$ cat config.mk
export PLATFORM = sky130hd
export DESIGN_NAME = lj_audio_rx
export DESIGN_NICKNAME = d
export VERILOG_FILES = /design/src/rtl/lj_rx_pkg.sv /design/src/rtl/lj_rx_sync.sv /design/src/rtl/lj_rx_tracker.sv /design/src/rtl/lj_rx_capture.sv /design/src/rtl/lj_rx_geom.sv /design/src/rtl/lj_audio_rx.sv
export SDC_FILE = /design/constraint.sdc
export NUM_CORES = 1
export LEC_CHECK = 0
export BUFFER_PORTS_ARGS = -buffer_cell sky130_fd_sc_hd__buf_2
export CORE_MARGIN = 2
export CORE_UTILIZATION = 60
export DETAILED_ROUTE_END_ITERATION = 7
export PLACE_DENSITY = 0.81
export SLEW_MARGIN = 20
export SYNTH_ARGS = -nofsm -noshare
export SYNTH_HDL_FRONTEND = slang
export SYNTH_SLANG_ARGS = --single-unit
$ cat constraint.sdc
create_clock -name clk -period 10.89 [get_ports clk]
set_input_delay 1.089 -clock clk [delete_from_list [all_inputs] [get_ports clk]]
set_output_delay 1.089 -clock clk [all_outputs]
set_load 0.02 [all_outputs]
$ cat src/rtl/lj_rx_pkg.sv
package lj_rx_pkg;

  localparam int SAMPLE_W = 32;
  localparam logic [1:0] MODE_LEFT_JUST = 2'b11;

  typedef enum logic [1:0] {
    WLEN_16 = 2'd0,
    WLEN_20 = 2'd1,
    WLEN_24 = 2'd2,
    WLEN_32 = 2'd3
  } wlen_code_e;

  // Number of data bits carried by each word-length code.
  function automatic logic [6:0] wlen_bits(input wlen_code_e code);
    case (code)
      WLEN_16: wlen_bits = 7'd16;
      WLEN_20: wlen_bits = 7'd20;
      WLEN_24: wlen_bits = 7'd24;
      default: wlen_bits = 7'd32;
    endcase
  endfunction

endpackage

$ cat src/rtl/lj_rx_sync.sv
module lj_rx_sync #(
  parameter int W      = 3,
  parameter int STAGES = 2
) (
  input  logic         clk,
  input  logic         rst,
  input  logic [W-1:0] din,
  output logic [W-1:0] dout
);

  generate
    if (STAGES == 0) begin : g_bypass
      assign dout = din;
    end else begin : g_chain
      logic [W-1:0] stg [STAGES];
      always_ff @(posedge clk) begin
        if (rst) begin
          for (int i = 0; i < STAGES; i++) stg[i] <= '0;
        end else begin
          stg[0] <= din;
          for (int i = 1; i < STAGES; i++) stg[i] <= stg[i-1];
        end
      end
      assign dout = stg[STAGES-1];
    end
  endgenerate

endmodule

$ cat src/rtl/lj_rx_tracker.sv
// Finds active bit-clock edges, detects word-clock transitions at bit
// resolution and counts the position within the current half-frame.
module lj_rx_tracker #(
  parameter int CNT_W = 10
) (
  input  logic             clk,
  input  logic             rst,
  input  logic             enable,
  input  logic             inv,
  input  logic             bclk,
  input  logic             wclk,
  output logic             tick,
  output logic             half_start,
  output logic             in_frame_now,
  output logic [CNT_W-1:0] pos_now
);

  localparam logic [CNT_W-1:0] POS_MAX = '1;

  logic             bclk_q;
  logic             ws_prev;
  logic             armed;
  logic             in_frame;
  logic [CNT_W-1:0] pos_reg;

  always_comb begin
    tick         = enable && (inv ? (bclk_q && !bclk) : (!bclk_q && bclk));
    half_start   = tick && armed && (wclk != ws_prev);
    in_frame_now = in_frame || half_start;
    if (half_start)            pos_now = '0;
    else if (pos_reg == POS_MAX) pos_now = POS_MAX;
    else                       pos_now = pos_reg + 1'b1;
  end

  always_ff @(posedge clk) begin
    if (rst) begin
      bclk_q   <= 1'b0;
      ws_prev  <= 1'b0;
      armed    <= 1'b0;
      in_frame <= 1'b0;
      pos_reg  <= '0;
    end else if (!enable) begin
      bclk_q   <= bclk;
      armed    <= 1'b0;
      in_frame <= 1'b0;
      pos_reg  <= '0;
    end else begin
      bclk_q <= bclk;
      if (tick) begin
        ws_prev <= wclk;
        armed   <= 1'b1;
        if (half_start)   in_frame <= 1'b1;
        if (in_frame_now) pos_reg  <= pos_now;
      end
    end
  end

endmodule

$ cat src/rtl/lj_rx_capture.sv
// Places bits of the capture window into an MSB-aligned word and
// presents the stereo pair once the right channel is complete.
module lj_rx_capture
  import lj_rx_pkg::*;
#(
  parameter int CNT_W = 10,
  parameter int OFF_W = 6
) (
  input  logic                clk,
  input  logic                rst,
  input  logic                enable,
  input  logic                tick,
  input  logic                ws,
  input  logic                sd,
  input  logic                half_start,
  input  logic                in_frame_now,
  input  logic [CNT_W-1:0]    pos_now,
  input  logic [OFF_W-1:0]    offset,
  input  logic [6:0]          wl_bits,
  output logic [SAMPLE_W-1:0] left_sample,
  output logic [SAMPLE_W-1:0] right_sample,
  output logic                sample_valid
);

  logic [SAMPLE_W-1:0] acc;
  logic [SAMPLE_W-1:0] acc_next;
  logic [SAMPLE_W-1:0] left_hold;
  logic [CNT_W-1:0]    off_ext;
  logic [CNT_W-1:0]    wl_ext;
  logic [CNT_W-1:0]    idx;
  logic [CNT_W-1:0]    tgt;
  logic                in_win;
  logic                capture;
  logic                last_bit;

  always_comb begin
    off_ext  = CNT_W'(offset);
    wl_ext   = CNT_W'(wl_bits);
    idx      = pos_now - off_ext;
    in_win   = (pos_now >= off_ext) && (idx < wl_ext);
    capture  = tick && in_frame_now && in_win;
    last_bit = capture && (idx == wl_ext - 1'b1);
    tgt      = CNT_W'(SAMPLE_W - 1) - idx;
    acc_next = half_start ? '0 : acc;
    for (int i = 0; i < SAMPLE_W; i++) begin
      if (capture && (tgt == CNT_W'(i))) acc_next[i] = sd;
    end
  end

  always_ff @(posedge clk) begin
    if (rst || !enable) begin
      acc          <= '0;
      left_hold    <= '0;
      left_sample  <= '0;
      right_sample <= '0;
      sample_valid <= 1'b0;
    end else begin
      sample_valid <= 1'b0;
      if (tick) acc <= acc_next;
      if (last_bit && ws) left_hold <= acc_next;
      if (last_bit && !ws) begin
        left_sample  <= left_hold;
        right_sample <= acc_next;
        sample_valid <= 1'b1;
      end
    end
  end

  assert_idle_quiet_R1: assert property (@(posedge clk) disable iff (rst)
    !enable |=> !sample_valid);

  assert_strobe_single_R8: assert property (@(posedge clk) disable iff (rst)
    sample_valid |=> !sample_valid);

  assert_tail_zero_R6: assert property (@(posedge clk) disable iff (rst)
    (sample_valid && $stable(wl_bits)) |->
      (((right_sample << wl_bits) == '0) && ((left_sample << wl_bits) == '0)));

endmodule

$ cat src/rtl/lj_rx_geom.sv
// Measures bit clocks per frame and checks them against word length
// and offset at every left half-frame start.
module lj_rx_geom #(
  parameter int CNT_W = 10,
  parameter int OFF_W = 6
) (
  input  logic             clk,
  input  logic             rst,
  input  logic             enable,
  input  logic             tick,
  input  logic             left_start,
  input  logic [OFF_W-1:0] offset,
  input  logic [6:0]       wl_bits,
  output logic             cfg_error
);

  localparam logic [CNT_W-1:0] CNT_MAX = '1;

  logic [CNT_W-1:0] fcnt;
  logic             meas_ok;
  logic [CNT_W:0]   n_ext;
  logic [CNT_W:0]   two_wl;
  logic [CNT_W:0]   need;
  logic             geom_bad;

  always_comb begin
    n_ext    = {1'b0, fcnt};
    two_wl   = (CNT_W+1)'(wl_bits) << 1;
    need     = (CNT_W+1)'(offset) + (CNT_W+1)'(wl_bits);
    geom_bad = (n_ext <= two_wl) || (need > n_ext);
  end

  always_ff @(posedge clk) begin
    if (rst || !enable) begin
      fcnt      <= '0;
      meas_ok   <= 1'b0;
      cfg_error <= 1'b0;
    end else if (tick) begin
      if (left_start) begin
        if (meas_ok) cfg_error <= geom_bad;
        fcnt    <= CNT_W'(1);
        meas_ok <= 1'b1;
      end else if (meas_ok && fcnt != CNT_MAX) begin
        fcnt <= fcnt + 1'b1;
      end
    end
  end

  assert_err_idle_R1: assert property (@(posedge clk) disable iff (rst)
    !enable |=> !cfg_error);

  assert_err_hold_R12: assert property (@(posedge clk) disable iff (rst)
    (enable && !(tick && left_start)) |=> $stable(cfg_error));

endmodule

$ cat src/rtl/lj_audio_rx.sv
module lj_audio_rx
  import lj_rx_pkg::*;
#(
  parameter int CNT_W       = 10,
  parameter int OFF_W       = 6,
  parameter int SYNC_STAGES = 2
) (
  input  logic                clk,
  input  logic                rst,
  input  logic [1:0]          cfg_mode,
  input  logic [1:0]          cfg_wlen,
  input  logic [OFF_W-1:0]    cfg_offset,
  input  logic                cfg_bclk_inv,
  input  logic                bclk_in,
  input  logic                wclk_in,
  input  logic                sdata_in,
  output logic [SAMPLE_W-1:0] left_sample,
  output logic [SAMPLE_W-1:0] right_sample,
  output logic                sample_valid,
  output logic                cfg_error
);

  logic [2:0]       pins_s;
  logic             bclk_s;
  logic             wclk_s;
  logic             sd_s;
  logic             enable;
  logic [6:0]       wl_bits;
  logic             tick;
  logic             half_start;
  logic             in_frame_now;
  logic [CNT_W-1:0] pos_now;
  logic             left_start;

  lj_rx_sync #(.W(3), .STAGES(SYNC_STAGES)) sync_i (
    .clk  (clk),
    .rst  (rst),
    .din  ({bclk_in, wclk_in, sdata_in}),
    .dout (pins_s)
  );

  assign bclk_s     = pins_s[2];
  assign wclk_s     = pins_s[1];
  assign sd_s       = pins_s[0];
  assign enable     = (cfg_mode == MODE_LEFT_JUST);
  assign wl_bits    = wlen_bits(wlen_code_e'(cfg_wlen));
  assign left_start = half_start && wclk_s;

  lj_rx_tracker #(.CNT_W(CNT_W)) trk_i (
    .clk          (clk),
    .rst          (rst),
    .enable       (enable),
    .inv          (cfg_bclk_inv),
    .bclk         (bclk_s),
    .wclk         (wclk_s),
    .tick         (tick),
    .half_start   (half_start),
    .in_frame_now (in_frame_now),
    .pos_now      (pos_now)
  );

  lj_rx_capture #(.CNT_W(CNT_W), .OFF_W(OFF_W)) cap_i (
    .clk          (clk),
    .rst          (rst),
    .enable       (enable),
    .tick         (tick),
    .ws           (wclk_s),
    .sd           (sd_s),
    .half_start   (half_start),
    .in_frame_now (in_frame_now),
    .pos_now      (pos_now),
    .offset       (cfg_offset),
    .wl_bits      (wl_bits),
    .left_sample  (left_sample),
    .right_sample (right_sample),
    .sample_valid (sample_valid)
  );

  lj_rx_geom #(.CNT_W(CNT_W), .OFF_W(OFF_W)) geo_i (
    .clk        (clk),
    .rst        (rst),
    .enable     (enable),
    .tick       (tick),
    .left_start (left_start),
    .offset     (cfg_offset),
    .wl_bits    (wl_bits),
    .cfg_error  (cfg_error)
  );

endmodule

Word level (Yosys, flattened, before mapping)
Memories as Yosys holds them, arrays and structs flattened.
Cells that the tools add are included.
{"block": "totals", "ff_bits": 155, "ram_bits": 6, "inputBits": 16, "output_inout_bits": 66, "word_cells": 172, "memories": 1}
{"block": "classes", "n_addsub": 6, "magnitude_cmp": 4, "n_eq_ne": 38, "mux": 45, "bitwise_logic": 3, "n_reduce_logical": 62}
{"name": "sync_i.g_chain.stg", "depth": 2, "width": 3, "read_ports": 2, "rd_ports_with_merged_regs": 0, "write_ports": 2, "line_no": "lj_rx_sync.sv:15", "rtl": "logic [W-1:0] stg [STAGES];"}
{"operator": "$eq A10 B5 Y1 const B", "n": 16}
{"operator": "$eq A10 B4 Y1 const B", "n": 8}
{"operator": "$logic_and A1 B1 Y1", "n": 45}
{"operator": "$eq A10 B3 Y1 const B", "n": 4}
{"operator": "$mux W10", "n": 4}
{"operator": "$mux W1", "n": 37}
{"operator": "$mux W32", "n": 1}
{"operator": "$add A10 B1 Y10 const B", "n": 2}
{"operator": "$eq A10 B2 Y1 const B", "n": 2}
{"operator": "$pmux W6 S3", "n": 1}
{"operator": "$gt A11 B10 Y1", "n": 1}
{"operator": "$eq A10 B1 Y1 const B", "n": 1}
{"operator": "$eq A10 B10 Y1", "n": 1}
{"operator": "$eq A10 B10 Y1 const B", "n": 1}
{"operator": "$ge A10 B6 Y1", "n": 1}
{"operator": "$le A10 B7 Y1", "n": 1}
{"operator": "$logic_not A10 Y1", "n": 1}
{"operator": "$lt A10 B6 Y1", "n": 1}
{"operator": "$ne A10 B10 Y1 const B", "n": 1}
{"operator": "$reduce_and A2 Y1", "n": 5}
{"operator": "$sub A10 B6 Y10", "n": 1}
{"operator": "$sub A5 B10 Y10 const A", "n": 1}
{"operator": "$add A6 B6 Y7", "n": 1}
{"operator": "$sub A6 B1 Y7 const B", "n": 1}
{"operator": "other kinds (12)", "n": 20}

Logic depth before layout (Yosys ltp)
An unclocked memory read counts as a cell.
{"block": "logic_depth", "depth_word": 15, "mapped_depth": 24}

Hierarchy
Synthesis repeated with hierarchy kept, for this count alone.
{"block": "hier_totals", "hier_cells": 981, "hier_area_um2": 8321.7}
{"module": "lj_rx_capture", "n_inst": 1, "cells_each": 694, "area_each_um2": 5843.1, "seq_area_each_um2": 2582.5}
{"module": "lj_rx_geom", "n_inst": 1, "cells_each": 147, "area_each_um2": 1231.2, "seq_area_each_um2": 240.2}
{"module": "lj_rx_tracker", "n_inst": 1, "cells_each": 118, "area_each_um2": 1024.7, "seq_area_each_um2": 280.3}
{"module": "lj_rx_sync", "n_inst": 1, "cells_each": 15, "area_each_um2": 180.2, "seq_area_each_um2": 120.1}
{"module": "lj_audio_rx", "n_inst": 1, "cells_each": 7, "area_each_um2": 42.5, "seq_area_each_um2": 0.0}

Worst setup path before layout
Ideal clock, no wire load.
{"block": "synth_timing", "kind": "input -> register", "start": "in cfg_bclk_inv", "end": "reg cap_i.left_sample[23]", "arrival_ns": 5.739, "t_required_ns": 10.762, "slack_ns": 5.024, "cell_stages": 23, "path_buffers": 3, "path_cell_list": "or3b_1 > a21oi_2 > and3_1 > buf_4 > clkbuf_1 > a21oi_1 > inv_1 > ha_1 > fa_1 > nand2b_1 > nand2_1 > a21oi_1 > xor2_1 > inv_1 > ha_1 > o21a_1 > o21ai_0 > nand2_1 > or4_1 > a211oi_2 > buf_2 > mux2i_1 > nor2_1"}
{"block": "synth_via", "elab_chain_cells": 11, "elab_cells_between_ends": 15, "cone_classes": "add/sub: 1; order compare: 2; eq/ne: 1; mux: 2; reduce/logical: 9"}
{"element": "start, declared", "line_no": "lj_audio_rx.sv:13", "rtl": "input logic cfg_bclk_inv,"}
{"element": "$mux W1 *", "line_no": "lj_rx_tracker.sv:27", "rtl": "tick = enable && (inv ? (bclk_q && !bclk) : (!bclk_q && bclk));"}
{"element": "$logic_and A1 B1 Y1 *", "line_no": "lj_rx_tracker.sv:27"}
{"element": "$logic_and A1 B1 Y1 (2 in a row)", "line_no": "lj_rx_tracker.sv:28", "rtl": "half_start = tick && armed && (wclk != ws_prev);"}
{"element": "$mux W10", "line_no": "lj_rx_tracker.sv:30", "rtl": "if (half_start) pos_now = '0;"}
{"element": "$sub A10 B6 Y10", "line_no": "lj_rx_capture.sv:39", "rtl": "idx = pos_now - off_ext;"}
{"element": "$lt A10 B6 Y1", "line_no": "lj_rx_capture.sv:40", "rtl": "in_win = (pos_now >= off_ext) && (idx < wl_ext);"}
{"element": "$logic_and A1 B1 Y1", "line_no": "lj_rx_capture.sv:40"}
{"element": "$logic_and A1 B1 Y1", "line_no": "lj_rx_capture.sv:41", "rtl": "capture = tick && in_frame_now && in_win;"}
{"element": "$logic_and A1 B1 Y1 *", "line_no": "lj_rx_capture.sv:42", "rtl": "last_bit = capture && (idx == wl_ext - 1'b1);"}
{"element": "$logic_and A1 B1 Y1 *", "line_no": "lj_rx_capture.sv:61", "rtl": "if (last_bit && !ws) begin"}
{"element": "end signal, assigned", "line_no": "lj_rx_capture.sv:62", "rtl": "left_sample <= left_hold;"}
{"element": "end, declared", "line_no": "lj_rx_capture.sv:20", "rtl": "output logic [SAMPLE_W-1:0] left_sample,"}
Mark *: on every way between the ends. The rest lies on a longest branch, timed or not.
A chain may end at the register's enable or synchronous reset.

Final worst setup path
{"block": "layout_timing", "start": "in cfg_bclk_inv", "end": "reg cap_i.left_sample[31]"}
The elaborated chain is that of the path after synthesis.

==> results.toml <==
[timing]
min_period_ns = 7.364
rsz0062_at_grt = "false"
tns_ns = 0
max_freq_ghz = 0.1358
setup_viol = 0
timing.final.crit_share = 0.6762
hold_ws_ns = 0.4386
finalClockSkew_ns = 0.007404
slew_violations = 0
max_slew.worst_pin.slew_ns = 1.060
slew_hr = 0.2926
timing.final.hold_violations = 0

[logic_synthesis]
mappedNetlistArea_um2 = 7401
synth.distinct_cells = 63
synthArstFlopShare = 0
synthesis.instances = 830
yosys_warnings = 0
synth_enable_flop_cells = 0
synth-main-ff-cell = "sky130_fd_sc_hd__dfxtp_1"
synth_seq_cells = 161
syn_avg_cell_area_um2 = 8.917
synth-seq-area-share = 0.4355
syn-num-nets = 881

[cells_and_area]
num-fill-cells = 910
antenna-diode-count = 0
drive_gt1_frac = 0.1422
utilization = 0.7047
fin_nets = 947
area_growth_pct = 14.37
final_area_um2 = 8464
layout.cells.most_common = "sky130_fd_sc_hd__dfxtp_1"
layout_common_cells = "161 x sky130_fd_sc_hd__dfxtp_1, 81 x sky130_fd_sc_hd__buf_2, 74 x sky130_fd_sc_hd__nor2_1"

[clock_tree]
cts-htree-levels = 4
cts_made_buffers = 17
clkLatencyLatePin_ns = 0.43
total_number_of_clock_tree_sinks = 161
postCtsSetupRepairBufs = 0
cts.reportedPaths.clkPinSlew_ns = 0.06
cts_buffer_depth = 2
clk_root_buffer_cell = "sky130_fd_sc_hd__clkbuf_16"
postCtsResizedCells = 0
ctsHoldBuffers = 0
tritoncts_clock_tree = "built"

[hold_path]
timing.hold.worst.class = "reg -> reg"

[route]
first_pass_iters = 6
vias = 6590
first_iter_violations = 754
detail_route.wirelength_mm = 18.91
postRouteAntennaNets = 0
wl_per_cell_um = 17.94
via_per_inst = 6.252
drc = 0

[global_route]
antenna_violations_before_repair = 0
pin_count_of_the_biggest_net_entering_global_routing = 89
global_route.overflow_total = 0
wire_length_of_the_first_global_routing_pass_mm = 30.50
grtUsageTotal = 0.2922
vias_in_the_first_global_route = 6284

[setup_path]
rr_endpoint = "cap_i.left_sample[31]$_SDFFE_PP0P_"
biggest_cell_delay_along_the_critical_path_ns = 0.78
critical_path.endpoint = "cap_i.left_sample[31]$_SDFFE_PP0P_"
cp_cell_sequence = "buf_2 > or3b_1 > a21oi_2 > and3_1 > a21oi_1 > inv_1 > ha_1 > fa_1 > nand2b_1 > nand2_1 > a21oi_1 > xor2_1 > inv_1 > ha_1 > o21a_1 > o21ai_0 > nand2_1 > or4_1 > a211oi_4 > buf_4 > mux2i_1 > nor2_1"
reg2reg_slack_ns = 3.90
worst_setup_path_start_kind = "input pin"
endpoint_kind = "flip-flop"
path_max_fanout = 88
critical_register_to_register_path_startpoint = "sync_i.g_chain.stg[0][5]$_SDFF_PP0_"
worst-endpoint-arrival_ns = 7.65
crit_required_ns = 11.17
critPathLaunch = "cfg_bclk_inv"
number_of_cells_on_the_worst_reg_to_reg_path = 21
setup.worst_path.class = "in -> reg"
critical_path.slowest_cell = "sky130_fd_sc_hd__buf_4"

[floorplanning]
floorplan.die_area_um2 = 13240
die_width_um = 115.1
die_h_um = 115.1
rows = 40
boundaryPins = 82
initial_utilization = 0.6161
core-area_um2 = 12010

[power_and_ir_drop]
power_leakage_uw = 0.003200
power.ir.vdd_worst_uv = 78.22
fin_total_pwr_uw = 1261
power-per-cell-area_nw_per_um2 = 148.9

[placed_design]
dp_hpwl_mm = 13.06
placedInstanceArea_um2 = 7864
place.port_buffers = 81
gp_congestion = 1.013

[run_status]
result_of_the_run = "finished clean"

[job]
timing.max_cap.violations = 0
## Yosys cell counts, types with 3 or more instances
master | n | area [um^2]
sky130_fd_sc_hd__a21o_1 | 6 | 45.04
sky130_fd_sc_hd__a21oi_1 | 38 | 190.2
sky130_fd_sc_hd__a221o_1 | 8 | 80.08
sky130_fd_sc_hd__a22o_1 | 24 | 210.2
sky130_fd_sc_hd__a2bb2oi_1 | 4 | 35.03
sky130_fd_sc_hd__a31oi_1 | 25 | 156.4
sky130_fd_sc_hd__and3_1 | 3 | 18.77
sky130_fd_sc_hd__and4_1 | 3 | 26.28
sky130_fd_sc_hd__buf_2 | 8 | 40.04
sky130_fd_sc_hd__buf_4 | 4 | 30.03
sky130_fd_sc_hd__clkbuf_1 | 25 | 93.84
sky130_fd_sc_hd__dfxtp_1 | 161 | 3223
sky130_fd_sc_hd__ha_1 | 33 | 412.9
sky130_fd_sc_hd__inv_1 | 40 | 150.1
sky130_fd_sc_hd__mux2i_1 | 43 | 430.4
sky130_fd_sc_hd__nand2_1 | 73 | 274.0
sky130_fd_sc_hd__nand2b_1 | 6 | 37.54
sky130_fd_sc_hd__nand3_1 | 42 | 210.2
sky130_fd_sc_hd__nand4_1 | 7 | 43.79
sky130_fd_sc_hd__nor2_1 | 77 | 289.0
sky130_fd_sc_hd__nor2b_1 | 10 | 62.56
sky130_fd_sc_hd__nor3_1 | 12 | 60.06
sky130_fd_sc_hd__nor4_1 | 4 | 25.02
sky130_fd_sc_hd__nor4b_1 | 4 | 35.03
sky130_fd_sc_hd__o2111ai_1 | 4 | 35.03
sky130_fd_sc_hd__o211ai_1 | 8 | 60.06
sky130_fd_sc_hd__o21ai_0 | 63 | 315.3
sky130_fd_sc_hd__o21ai_1 | 14 | 70.07
sky130_fd_sc_hd__o22ai_1 | 13 | 81.33
sky130_fd_sc_hd__or3_1 | 10 | 62.56
sky130_fd_sc_hd__xnor2_1 | 12 | 105.1
sky130_fd_sc_hd__xor2_1 | 6 | 52.55
## how the worst min path moves through the flow
stage / startpoint / endpoint / slack (ns) / cells past startpoint
after global placement: sync_i.g_chain.stg[0][2]$_SDFF_PP0_ / sync_i.g_chain.stg[0][5]$_SDFF_PP0_ / 0.42 / 1
after floorplan: sync_i.g_chain.stg[0][0]$_SDFF_PP0_ / sync_i.g_chain.stg[0][3]$_SDFF_PP0_ / 0.41 / 1
after global routing: sync_i.g_chain.stg[0][2]$_SDFF_PP0_ / sync_i.g_chain.stg[0][5]$_SDFF_PP0_ / 0.46 / 1
after detailed placement: sync_i.g_chain.stg[0][2]$_SDFF_PP0_ / sync_i.g_chain.stg[0][5]$_SDFF_PP0_ / 0.43 / 1
final: sync_i.g_chain.stg[0][2]$_SDFF_PP0_ / sync_i.g_chain.stg[0][5]$_SDFF_PP0_ / 0.44 / 1
after CTS: sync_i.g_chain.stg[0][2]$_SDFF_PP0_ / sync_i.g_chain.stg[0][5]$_SDFF_PP0_ / 0.44 / 1
## report_power, final
group | switching [uW] | internal, uW
sequential | 0.990 | 590
clock | 237 | 372
combinational | 39.2 | 21.3
## final cells by class
class / count / area (um^2) / share of cell area
tap: 147 / 183.9 / 0.02173
inverter: 40 / 150.1 / 0.01774
multi-input combinational: 588 / 3856 / 0.4556
clock inverter: 8 / 128.9 / 0.01523
clock buffer: 22 / 464.2 / 0.05484
timing repair buffer: 88 / 457.9 / 0.05410
sequential: 161 / 3223 / 0.3808
## per-layer routing
layer	GRT usage	up-vias	wire length [um]
li1	-	3124	-
met1	0.3678	3107	7984
met2	0.4855	308	9117
met3	0.06642	51	1383
met4	0.1213	0	422
met5	0	-	0
## critical path: cells and delay by family
kind	cells	cell delay, ns
adder cells (fa/ha/maj)	3	0.77
buffers and inverters	4	1.30
AND/OR/NAND/NOR	7	2.07
AO/OA/AOI/OAI	6	1.46
XOR/XNOR	1	0.59
multiplexers	1	0.27
## metrics by stage
stage,instances,setup slack (ns)
final,1054,3.526
after global routing,1054,3.175
after CTS,1054,3.700
after detailed placement,1024,3.272
after global placement,1024,3.543
after floorplan,830,5.024
## cells by family after synthesis
logic type                 Yosys count  synth area share
muxes                               43           0.05816
AOI/OAI and AO/OA                  224            0.1993
adders and majority gates           35           0.06120
and+or+nand+nor                    266            0.1718
buffers and inverters               81           0.04649
xor gates and xnor gates            20           0.02756
DFF                                161            0.4355
Note: power is estimated with default switching activity, not from simulation.
